## src/rtl/plk_pkg.sv

```systemverilog
// Shared constants for the page lock guard.
// Assumes the page count times the page size fits the flash address space.
package plk_pkg;
    localparam int REG_ADDR_W   = 12;
    localparam int DATA_W       = 8;
    localparam int FLASH_ADDR_W = 8;
    localparam int PAGE_SHIFT   = 5;
    localparam int NUM_PAGES    = 7;
    localparam logic [REG_ADDR_W-1:0] LOCK_REG_ADDR = 12'h101;
    localparam logic [DATA_W-1:0]     CONFIRM_CODE  = 8'h5A;

    typedef enum logic {
        OP_PROGRAM = 1'b0,
        OP_ERASE   = 1'b1
    } flash_op_e;
endpackage

```

## src/rtl/plk_lock_reg.sv

```systemverilog
// One-way lock register. It accepts a write only when the address, the CRC flag
// and the confirmation code all qualify, and it can only clear bits.
// Assumes DATA_W > NUM_PAGES; the bits above the pages are not stored.
module plk_lock_reg #(
    parameter int REG_ADDR_W = 12,
    parameter int DATA_W     = 8,
    parameter int NUM_PAGES  = 7,
    parameter logic [REG_ADDR_W-1:0] REG_ADDR = 12'h101,
    parameter logic [DATA_W-1:0]     CODE     = 8'h5A
) (
    input  logic                  clk,
    input  logic                  rst_n,
    input  logic                  wr_valid,
    input  logic [REG_ADDR_W-1:0] wr_addr,
    input  logic [DATA_W-1:0]     wr_data,
    input  logic [DATA_W-1:0]     wr_code,
    input  logic                  wr_crc_ok,
    output logic [NUM_PAGES-1:0]  open_q
);
    logic take;
    logic unused_hi;

    // Qualify a write: every condition must hold in the same cycle.
    always_comb begin
        take = wr_valid && wr_crc_ok && (wr_addr == REG_ADDR) && (wr_code == CODE);
    end

    assign unused_hi = ^wr_data[DATA_W-1:NUM_PAGES];

    // Storage: reset opens every page; an accepted write may only clear bits.
    always_ff @(posedge clk) begin
        if (!rst_n) begin
            open_q <= '1;
        end else if (take) begin
            open_q <= open_q & wr_data[NUM_PAGES-1:0];
        end
    end

    // without a qualified write the register holds
    p_hold_r2: assert property (@(posedge clk) disable iff (!rst_n)
        !take |=> $stable(open_q));

    // no bit ever goes from 0 back to 1
    p_only_clear_r3: assert property (@(posedge clk) disable iff (!rst_n)
        1'b1 |=> ((open_q & ~$past(open_q)) == '0));
endmodule

```

## src/rtl/plk_page_decode.sv

```systemverilog
// Combinational page decode. It maps a flash address to its page and reports
// whether the page is open. Addresses beyond the last page match no page.
module plk_page_decode #(
    parameter int FLASH_ADDR_W = 8,
    parameter int PAGE_SHIFT   = 5,
    parameter int NUM_PAGES    = 7
) (
    input  logic [FLASH_ADDR_W-1:0] addr,
    input  logic [NUM_PAGES-1:0]    open_pages,
    output logic                    allowed
);
    localparam int IDX_W = FLASH_ADDR_W - PAGE_SHIFT;

    logic [NUM_PAGES-1:0] hit;
    logic unused_lo;

    assign unused_lo = ^addr[PAGE_SHIFT-1:0];

    // One comparator per page window.
    for (genvar p = 0; p < NUM_PAGES; p++) begin : g_page
        localparam logic [IDX_W-1:0] PIDX = IDX_W'(p);
        assign hit[p] = (addr[FLASH_ADDR_W-1:PAGE_SHIFT] == PIDX);
    end

    // Allowed only when the addressed page exists and is open.
    always_comb begin
        allowed = |(hit & open_pages);
    end

    // at most one window can match any address
    always_comb begin
        a_hit_onehot_r5: assert ($onehot0(hit));
    end
endmodule

```

## src/rtl/plk_req_gate.sv

```systemverilog
// Response register. It captures the grant decision together with the request
// strobe so that each request is answered exactly one cycle later.
module plk_req_gate (
    input  logic clk,
    input  logic rst_n,
    input  logic req_valid,
    input  logic req_erase,
    input  logic req_allowed,
    output logic rsp_done,
    output logic rsp_grant,
    output logic rsp_deny,
    output logic rsp_kind
);
    // Register the handshake and the decision side by side.
    always_ff @(posedge clk) begin
        if (!rst_n) begin
            rsp_done  <= 1'b0;
            rsp_grant <= 1'b0;
            rsp_deny  <= 1'b0;
            rsp_kind  <= plk_pkg::OP_PROGRAM;
        end else begin
            rsp_done  <= req_valid;
            rsp_grant <= req_valid && req_allowed;
            rsp_deny  <= req_valid && !req_allowed;
            rsp_kind  <= req_valid ? req_erase : rsp_kind;
        end
    end

    // each request answered on the next cycle
    p_answer_r8: assert property (@(posedge clk) disable iff (!rst_n)
        req_valid |=> rsp_done);
    // a done strobe carries exactly one verdict
    p_one_verdict_r8: assert property (@(posedge clk) disable iff (!rst_n)
        rsp_done |-> (rsp_grant ^ rsp_deny));
    // no verdict without a done strobe
    p_quiet_r8: assert property (@(posedge clk) disable iff (!rst_n)
        !rsp_done |-> !(rsp_grant || rsp_deny));
endmodule

```

## src/rtl/page_lock_guard.sv

```systemverilog
// Flash page write-protect guard. It holds one one-way lock bit per page and
// answers each program or erase request with a registered grant or deny.
// Assumes the CRC check happens upstream and arrives as wr_crc_ok.
module page_lock_guard
    import plk_pkg::*;
#(
    parameter int RA_W  = REG_ADDR_W,
    parameter int D_W   = DATA_W,
    parameter int FA_W  = FLASH_ADDR_W,
    parameter int SHIFT = PAGE_SHIFT,
    parameter int PAGES = NUM_PAGES
) (
    input  logic            clk,
    input  logic            rst_n,
    input  logic            wr_valid,
    input  logic [RA_W-1:0] wr_addr,
    input  logic [D_W-1:0]  wr_data,
    input  logic [D_W-1:0]  wr_code,
    input  logic            wr_crc_ok,
    input  logic            op_valid,
    input  logic [FA_W-1:0] op_addr,
    input  logic            op_erase,
    output logic [D_W-1:0]  rd_value,
    output logic [PAGES-1:0] page_open,
    output logic            op_done,
    output logic            op_grant,
    output logic            op_deny,
    output logic            op_kind
);
    localparam int IDX_W = FA_W - SHIFT;
    localparam int SLOTS = 2 ** IDX_W;
    localparam logic [FA_W:0] SPAN = (FA_W + 1)'(PAGES << SHIFT);

    logic [PAGES-1:0] open_q;
    logic             allowed;
    logic [SLOTS-1:0] open_ext;

    plk_lock_reg #(
        .REG_ADDR_W(RA_W), .DATA_W(D_W), .NUM_PAGES(PAGES),
        .REG_ADDR(RA_W'(LOCK_REG_ADDR)), .CODE(D_W'(CONFIRM_CODE))
    ) u_reg (
        .clk(clk), .rst_n(rst_n), .wr_valid(wr_valid), .wr_addr(wr_addr),
        .wr_data(wr_data), .wr_code(wr_code), .wr_crc_ok(wr_crc_ok),
        .open_q(open_q)
    );

    plk_page_decode #(
        .FLASH_ADDR_W(FA_W), .PAGE_SHIFT(SHIFT), .NUM_PAGES(PAGES)
    ) u_dec (
        .addr(op_addr), .open_pages(open_q), .allowed(allowed)
    );

    plk_req_gate u_gate (
        .clk(clk), .rst_n(rst_n), .req_valid(op_valid), .req_erase(op_erase),
        .req_allowed(allowed), .rsp_done(op_done), .rsp_grant(op_grant),
        .rsp_deny(op_deny), .rsp_kind(op_kind)
    );

    // Read view: the unused upper bits always read as 1.
    assign rd_value  = {{(D_W - PAGES){1'b1}}, open_q};
    assign page_open = open_q;
    assign open_ext  = {{(SLOTS - PAGES){1'b0}}, open_q};

    // reserved bit reads as 1
    always_comb begin
        a_rsvd_r4: assert (rd_value[D_W-1] == 1'b1);
    end

    // a request to a locked page is refused
    p_locked_deny_r6: assert property (@(posedge clk) disable iff (!rst_n)
        (op_valid && ({1'b0, op_addr} < SPAN) && !open_ext[op_addr[FA_W-1:SHIFT]])
        |=> op_deny);

    // addresses past the last page are refused
    p_out_of_range_r7: assert property (@(posedge clk) disable iff (!rst_n)
        (op_valid && ({1'b0, op_addr} >= SPAN)) |=> op_deny);
endmodule

```

## config.mk

```make
export PLATFORM = sky130hd
export DESIGN_NAME = page_lock_guard
export DESIGN_NICKNAME = d
export VERILOG_FILES = /design/src/rtl/plk_pkg.sv /design/src/rtl/plk_lock_reg.sv /design/src/rtl/plk_page_decode.sv /design/src/rtl/plk_req_gate.sv /design/src/rtl/page_lock_guard.sv
export SDC_FILE = /design/constraint.sdc
export NUM_CORES = 1
export LEC_CHECK = 0
export BUFFER_PORTS_ARGS = -buffer_cell sky130_fd_sc_hd__buf_2
export CAP_MARGIN = 20
export CORE_MARGIN = 3
export CORE_UTILIZATION = 31
export CTS_CLUSTER_SIZE = 12
export DETAILED_ROUTE_END_ITERATION = 8
export HOLD_SLACK_MARGIN = 0.1
export PLACE_DENSITY = 0.72
export SLEW_MARGIN = 20
export SYNTH_ARGS = -nofsm -noshare
export SYNTH_HDL_FRONTEND = slang
export SYNTH_SLANG_ARGS = --single-unit
```

## constraint.sdc

```tcl
create_clock -name clk -period 1.13 [get_ports clk]
set_clock_uncertainty 0.05 [all_clocks]
set_input_delay 0.113 -clock clk [delete_from_list [all_inputs] [get_ports clk]]
set_output_delay 0.113 -clock clk [all_outputs]
set_load 0.05 [all_outputs]
```

==> results of run 1 <==
-- through the flow --
stage / utilization, % / std cells
after floorplan: - / 65
after global placement: 47.8 / 135
after detailed placement: 47.8 / 135
after CTS: 54.2 / 148
after global routing: 54.2 / 148
final: 54.2 / 148
-- cell usage in the layout (no fill, tap or decap) --
cell,n
a21oi_1,1
a22oi_1,1
a32oi_1,7
and3_1,1
and4b_1,1
buf_2,53
buf_4,2
clkbuf_1,1
clkbuf_4,3
conb_1,1
dfxtp_1,4
dfxtp_2,7
dlygate4sd3_1,9
inv_1,15
mux2i_1,4
nand2_1,2
nand4b_2,1
nand4b_4,1
nand4bb_2,1
nor2_1,2
nor2b_1,2
nor4_1,1
nor4_4,1
o221ai_1,1
or3_4,1
-- metal layers --
layer,track usage [%],wire length [µm],vias up
li1,-,-,330
met1,14.2,601,291
met2,25.4,858,31
met3,2.08,121,2
met4,6.73,19,0
met5,0,0,-
-- cells by family after synthesis --
| group | Yosys count | share of synthesized area (%) |
|---|---|---|
| AND/OR/NAND/NOR | 14 | 22.4 |
| multiplexers | 4 | 6.50 |
| buffers and inverters | 25 | 21.3 |
| AO/OA/AOI/OAI | 10 | 13.4 |
| other | 1 | 0.609 |
| flip-flops | 11 | 35.8 |
-- power breakdown --
part | switching, mW | internal (mW) | leakage [nW] | total (mW)
registers | 0.00168 | 0.394 | 0.0861 | 0.396
logic | 0.0811 | 0.0903 | 0.455 | 0.171
clock network | 0.124 | 0.136 | 0.0150 | 0.260
-- layout make-up --
cell class	instances	share of cell area [%]
Clock buffer	4	2.69
Inverter	15	5.76
Multi-Input combinational cell	29	27.0
Sequential cell	11	23.4
Tap cell	25	3.20
Timing Repair Buffer	64	37.9
-- Yosys cell counts --
master and n:
nand4b_4 1, dfxtp_1 11, conb_1 1, nand4bb_2 1
or3_4 1, clkbuf_1 1, nor2b_1 2, nor2_1 2
a21oi_1 1, nand2_1 2, a32oi_1 7, nand4b_2 1
mux2i_1 4, buf_4 8, nor4_4 1, inv_1 15
nor4_1 1, a22oi_1 1, and3_1 1, and4b_1 1
buf_6 1, o221ai_1 1
-- repair_timing --
action	CTS	global route
hold endpoints to repair	10	0
resized for setup	0	0
hold buffers	9	0
-- state kept, by name, summed over array words and instances, names as in the netlist --
signal	cells
u_reg.open_q	7
u_gate.rsp_deny	1
u_gate.rsp_done	1
u_gate.rsp_grant	1
u_gate.rsp_kind	1
-- worst paths after layout --
kind | from | endpoint | slack (ns) | cells after the start
worst max-delay path | u_reg.open_q[0]$_SDFFE_PN1P_ | rd_value[0] | 0.08 | 1
worst min register to register | u_reg.open_q[3]$_SDFFE_PN1P_ | u_reg.open_q[3]$_SDFFE_PN1P_ | 0.41 | 2
worst max register to register | u_reg.open_q[5]$_SDFFE_PN1P_ | u_gate.rsp_grant$_SDFF_PN0_ | 0.20 | 3
worst min-delay path | op_addr[5] | u_gate.rsp_deny$_SDFF_PN0_ | 0.11 | 3
==> key figures, run 1 <==
Clocking
  – Clock root buffer: clkbuf_4
  – Clk Latency, worst-skew pair: 0.26 ns
  – Clock Tree Buf Depth: 2
  – Worst-path clk slew: 0.07 ns
  – CTS tree: yes
  – H-tree levels: 1
  – Clock buffer count from CTS: 3
  – Clock sink count: 11
  – Post CTS Setup Buffer Count: 0

Routing
  – WL/cell: 10.8 µm
  – DRC Markers: 0
  – Iter 0 DRT Violations: 6
  – First-pass DRT Iterations: 2
  – ANT nets after route: 0
  – Via count: 654
  – Drt via density: ~4.4
  – Routed WL: around 1.6 mm

Layout
  – Share of cells above drive strength 1: 56.9%
  – Layout area overhead: 58.7%
  – Final std cell area, no fill: 977 µm²
  – FF/Latch Area: 229 µm²
  – Multi-input gate area in the final layout: 264 µm²
  – Diode count: 0
  – # nets final: around 170
  – Fillers: 183

STA
  – Final setup margin: approximately 0.083 ns
  – Final Max Tran Viols: 0
  – Clock period minus worst slack: 1.05 ns
  – Highest Clock Rate: 955 MHz
  – Final Hold Viols: 0
  – RSZ-0062 raised after global routing: false
  – Hold WS: 0.111 ns
  – TNS Setup: 0 ns
  – Final setup violation count: 0
  – Period utilization: 92.7%

Synthesis
  – Synthesized area: approximately 600 µm²
  – Post-Syn Area per Cell: 9.47 µm²
  – Synth top area cells: dfxtp_1, a32oi_1, buf_4
  – Sequential cell area fraction in the yosys report: 35.8%
  – Post-synth net total: 107
  – Synth unique cells: 22
  – Mapped Cells: 65
  – Warnings from Yosys: 0
  – Post-synth top area cell: dfxtp_1
  – Flops & latches, synth: 11
  – Yosys top cell area share: 35.8%

Die
  – Die ar.: between 2000 and 3000 µm²
  – Initial core utilization: 34.2%
  – Cell row count: 15
  – Die X: 50.6 µm
  – I/O pin count: ~60
  – Core outline area: 1800 µm²
  – Height of the chip: 50.6 µm

Global route
  – Total GRT Usage: 13.5%
  – Vias in the first global route: 604
  – Initial antenna violation count: 0
  – Global route total overflow: 0
  – Largest net degree at the start of global routing: 10
  – First-pass GRT wire length: 2.57 mm

Worst setup path
  – Startpoint types: flop
  – CP endpoint kind: output pin
  – CP max stage delay: 0.35 ns
  – Crit-path max FO: 4
  – Arr. time, crit path: 0.88 ns
  – Setup CP Type: reg2out
  – Crit-path cells: buf_2
  – Required @ worst endpoint: 0.97 ns
  – Crit-path slowest cell: dfxtp_2
  – Delay-heaviest family, CP: flip-flops
  – CP bufs+invs: 1

Pwr
  – Power Density: 847 nW/µm²
  – Worst vdd ir: 0.000372 V
  – Pwr Total: 827 µW
  – Static Leakage: 0.556 nW

Hold path
  – Worst hold path type: in2reg

Outcome
  – Status: complete, no violations

Placed design
  – IO Port Bufs: 53
  – Placed cell areas: 861 µm²
  – Placer Congestion: 0.755
  – Setup WS pre-CTS: -0.0912 ns
  – Detailed Place HPWL: 1.34 mm

Run
  – Maxcap violations: 0
(Power assumes the default switching activity.)
==> run 2, diff against run 1 <==
--- a/config.mk
+++ b/config.mk
@@ -12,6 +12,7 @@
 export CTS_CLUSTER_SIZE = 12
 export DETAILED_ROUTE_END_ITERATION = 8
 export HOLD_SLACK_MARGIN = 0.1
+export MAX_ROUTING_LAYER = met4
 export PLACE_DENSITY = 0.72
 export SLEW_MARGIN = 20
 export SYNTH_ARGS = -nofsm -noshare
==> key figures, run 2 (synthesis gave the netlist of run 1 again) <==
Outcome
  – Status: complete, no violations

Routing
  – Via count: 650
  – Iter 0 DRT Violations: 7
  – ANT nets after route: 0
  – Drt via density: 4.39
  – WL/cell: roughly 11 µm
  – DRC Markers: 0
  – Routed WL: about 1.6 mm
  – First-pass DRT Iterations: 2

Layout
  – Finished Core Util: a little over half
  – Biggest register: u_reg.open_q
  – Most frequent cells in the layout: buf_2, inv_1, dlygate4sd3_1, a32oi_1, dfxtp_2
  – Share of cells above drive strength 1: 56.9%
  – Diode count: 0
  – # nets final: 166
  – Non-filler cells, final: between 100 and 150
  – Flip-flop count of the largest register after layout: 7
  – Commonest non-fill, non-tap cell in the layout: buf_2
  – Layout area overhead: 58.7%

Die
  – I/O pin count: between 60 and 70
  – Die X: between 50 and 60 µm
  – Cell row count: 15
  – Initial core utilization: around 34%
  – Height of the chip: 50.6 µm
  – Core outline area: 1800 µm²
  – Die ar.: 2560 µm²

Clocking
  – Post-CTS sizing: 0
  – Clock buffer count from CTS: 3
  – Clock Tree Buf Depth: 2
  – Clock root buffer: clkbuf_4
  – H-tree levels: 1
  – Clock sink count: 11
  – Clk Latency, worst-skew pair: 0.26 ns
  – Worst-path clk slew: 0.07 ns
  – CTS tree: yes

STA
  – Highest Clock Rate: 955 MHz
  – Final Max Tran Viols: 0
  – RSZ-0062 raised after global routing: false
  – Final setup violation count: 0
  – Final Hold Viols: 0
  – Period utilization: 92.7%
  – Clock period minus worst slack: 1.05 ns

Worst setup path
  – Delay-heaviest family, CP: flip-flops
  – Crit-path cells: buf_2
  – CP max stage delay: between 0.3 and 0.4 ns
  – Crit-path max FO: 4
  – CP bufs+invs: 1
  – CP endpoint kind: output pin
  – Startpoint types: flop
  – Arr. time, crit path: 0.88 ns
  – Crit-path slowest cell: dfxtp_2
  – Setup CP Type: reg2out
  – Required @ worst endpoint: 0.97 ns

Placed design
  – Detailed Place HPWL: 1.34 mm
  – Placed cells: 135
  – Placer Congestion: 0.765
  – IO Port Bufs: 53

Hold path
  – Worst hold path type: in2reg

Pwr
  – Power Density: 847 nW/µm²
  – Static Leakage: around 0.56 nW
  – Worst vdd ir: ~0.00037 V

Global route
  – Initial antenna violation count: 0
  – Total GRT Usage: 13.8%
  – Vias in the first global route: 603
  – Global route total overflow: 0
  – First-pass GRT wire length: 2.57 mm
  – Largest net degree at the start of global routing: 10

Run
  – Maxcap violations: 0
## run 2: cell counts in the layout (fill, tap and decap cells not counted)
Identical to the previous run, type by type.
## run 2: final timing paths
path | cells past startpoint | from | slack, ns | end
max | 1 | u_reg.open_q[0]$_SDFFE_PN1P_ | 0.08 | rd_value[0]
max reg2reg | 3 | u_reg.open_q[5]$_SDFFE_PN1P_ | 0.20 | u_gate.rsp_grant$_SDFF_PN0_
min | 3 | op_addr[5] | 0.11 | u_gate.rsp_deny$_SDFF_PN0_
min reg2reg | 2 | u_reg.open_q[3]$_SDFFE_PN1P_ | 0.41 | u_reg.open_q[3]$_SDFFE_PN1P_
## run 2: area by class of cell
cell class | count | area (µm²)
sequential | 11 | 229
tap | 25 | 31.3
clock buffer | 4 | 26.3
multi-input combinational | 29 | 264
fill | 183 | 825
inverter | 15 | 56.3
timing repair buffer | 64 | 370
## run 2: power by group
group	total, mW	switching (mW)	internal, mW
sequential	0.396	0.00168	0.394
clock	0.261	0.124	0.136
combinational	0.171	0.0811	0.0903
total	0.828	0.207	0.621
## run 2: layer usage
layer / global-route usage [%] / up-vias / wire [µm] / part of all wire [%]
met5: - / - / 0 / 0
met4: 6.73 / 0 / 0 / 0
met3: 2.08 / 0 / 120 / 7.5
met2: 25.4 / 29 / 879 / 55
met1: 14.2 / 291 / 601 / 38
li1: - / 330 / - / -
## run 2: repair_timing
item,in CTS,in global routing
setup buffers,0,0
hold buffers,9,0
hold endpoints to repair,10,0
## run 2: per-stage QoR
step / hold WS, ns / power, mW / setup TNS, ns / setup WS, ns / area, µm²
after floorplan: 0.186 / 0.479 / 0 / 0.0594 / 624
after global placement: 0.316 / 0.550 / -0.310 / -0.0479 / 861
after detailed placement: 0.314 / 0.553 / -0.614 / -0.0912 / 861
after CTS: 0.111 / 0.834 / 0 / 0.0777 / 977
after global routing: 0.135 / 0.876 / 0 / 0.0342 / 977
final: 0.111 / 0.828 / 0 / 0.0827 / 977
==> run 3, diff against run 2 <==
--- a/config.mk
+++ b/config.mk
@@ -11,6 +11,7 @@
 export CORE_UTILIZATION = 31
 export CTS_CLUSTER_SIZE = 12
 export DETAILED_ROUTE_END_ITERATION = 8
+export GPL_TIMING_DRIVEN = 0
 export HOLD_SLACK_MARGIN = 0.1
 export MAX_ROUTING_LAYER = met4
 export PLACE_DENSITY = 0.72
==> key figures, run 3 (synthesis gave the netlist of run 1 again) <==
STA
  – RSZ-0062 raised after global routing: false
  – Period utilization: 95.0%
  – Final Max Tran Viols: 0
  – Clock period minus worst slack: 1.07 ns
  – Final setup violation count: 0
  – Final setup margin: 0.0568 ns
  – Final Hold Viols: 0
  – Highest Clock Rate: 932 MHz

Pwr
  – Clock power frac: 31.9%
  – Switching share of power: 25.0%
  – Gate power share: 19.1%
  – Worst vdd ir: 0.000453 V
  – Switching Power: 202 µW
  – Int Pwr: between 600 and 700 µW
  – Static Leakage: around 0.56 nW
  – Pwr Total: 809 µW
  – Power Density: 829 nW/µm²
  – Flop pwr share: 48.9%

Routing
  – ANT nets after route: 0
  – Drt via density: 4.47
  – First-pass DRT Iterations: 4
  – Via count: around 660
  – DRC Markers: 0
  – WL/cell: 10.9 µm
  – Iter 0 DRT Violations: 8
  – Routed WL: 1.60 mm

Die
  – Height of the chip: 50.6 µm
  – I/O pin count: slightly above 60
  – Initial core utilization: 34.2%
  – Die X: 50.6 µm
  – Cell row count: 15
  – Die ar.: about 2600 µm²
  – Core outline area: 1800 µm²

Global route
  – Global route total overflow: 0
  – Initial antenna violation count: 0
  – Vias in the first global route: between 600 and 700
  – Largest net degree at the start of global routing: 11
  – First-pass GRT wire length: about 2.7 mm
  – Total GRT Usage: 14.4%

Clocking
  – H-tree levels: 1
  – Clock buffer count from CTS: 3
  – Worst-path clk slew: 0.07 ns
  – Clock root buffer: clkbuf_4
  – Post CTS Setup Buffer Count: 0
  – Clock sink count: 11
  – Clock Tree Buf Depth: 2
  – CTS tree: yes
  – Clk Latency, worst-skew pair: 0.26 ns
  – # hold bufs at CTS: 2

Hold path
  – Worst hold path type: in2reg

Layout
  – Most frequent cells in the layout: buf_2, inv_1, buf_4, a32oi_1, dfxtp_2
  – Biggest register: u_reg.open_q
  – Layout area overhead: 58.5%
  – Share of cells above drive strength 1: 62.3%
  – Diode count: 0
  – Flip-flop count of the largest register after layout: 7
  – Fillers: 189
  – # nets final: about 170
  – Final std cell area, no fill: 976 µm²
  – Commonest non-fill, non-tap cell in the layout: buf_2

Placed design
  – Detailed Place HPWL: 1.37 mm
  – Placed cell areas: just over 900 µm²
  – Setup WS pre-CTS: -0.200 ns
  – IO Port Bufs: 52
  – Placer Congestion: around 0.75

Outcome
  – Status: complete, no violations

Worst setup path
  – Required @ worst endpoint: 0.97 ns
  – Arr. time, crit path: 0.91 ns
  – Startpoint types: flop
  – Setup CP Type: reg2out
  – CP endpoint kind: output pin
  – Crit-path max FO: 4

Run
  – Maxcap violations: 0
## run 3: changes by cell type in the layout (fill, tap and decap cells not counted), sizes merged
cell,delta
buf,+5
clkbuf,+1
dlygate4sd3,-7
## run 3: routing by layer
layer	routed length, µm	part of all wire, %	track usage, %
met5	0	0	-
met4	49	3.1	11.2
met3	120	7.5	2.37
met2	850	53	26.1
met1	576	36	13.4
## run 3: through the flow
step,util (%),std cells,hold WS (ns),TNS (ns)
2_1_floorplan,-,65,0.186,0
3_3_place_gp,50.8,142,0.293,-1.06
3_5_place_dp,50.8,142,0.299,-1.24
4_1_cts,54.2,148,0.0129,0
5_1_grt,54.2,147,0.0131,0
6_report,54.2,147,0.0212,0
## run 3: final timing paths
| check | slack (ns) | to | from | depth (start not counted) |
|---|---|---|---|---|
| worst max-delay path | 0.06 | rd_value[3] | u_reg.open_q[3]$_SDFFE_PN1P_ | 2 |
| worst max register to register | 0.17 | u_gate.rsp_grant$_SDFF_PN0_ | u_reg.open_q[5]$_SDFFE_PN1P_ | 3 |
| worst min-delay path | 0.02 | u_reg.open_q[5]$_SDFFE_PN1P_ | rst_n | 2 |
| worst min register to register | 0.42 | u_reg.open_q[3]$_SDFFE_PN1P_ | u_reg.open_q[3]$_SDFFE_PN1P_ | 2 |
## run 3: layout make-up
class	instances	area [µm²]	area share, %
repair buffers	54	298	30.5
plain buffers	9	71.3	7.31
well taps	25	31.3	3.21
multi-input cells	29	264	27.1
clock buffers	4	26.3	2.69
flip-flops and latches	11	229	23.5
inverters	15	56.3	5.77
## run 3: worst max-delay path, cell delays in order, from the launching register on
cell and delay, ns:
dfxtp_2 0.34, buf_4 0.10, clkbuf_4 0.21
## run 3: power groups by stage
stage / clock (mW) / sequential [mW] / combinational, mW
2_1_floorplan: 0 / 0.429 / 0.0498
3_3_place_gp: 0 / 0.405 / 0.147
3_5_place_dp: 0 / 0.405 / 0.151
4_1_cts: 0.269 / 0.396 / 0.157
5_1_grt: 0.299 / 0.396 / 0.170
6_report: 0.259 / 0.396 / 0.155
## run 3: repair_timing
| item | in CTS | in global routing |
|---|---|---|
| endpoints found under the hold margin | 10 | 9 |
| endpoints found under the setup margin | 6 | 8 |
| pin swaps | 0 | 0 |
| cloned | 0 | 0 |
| gates resized for setup | 6 | 1 |
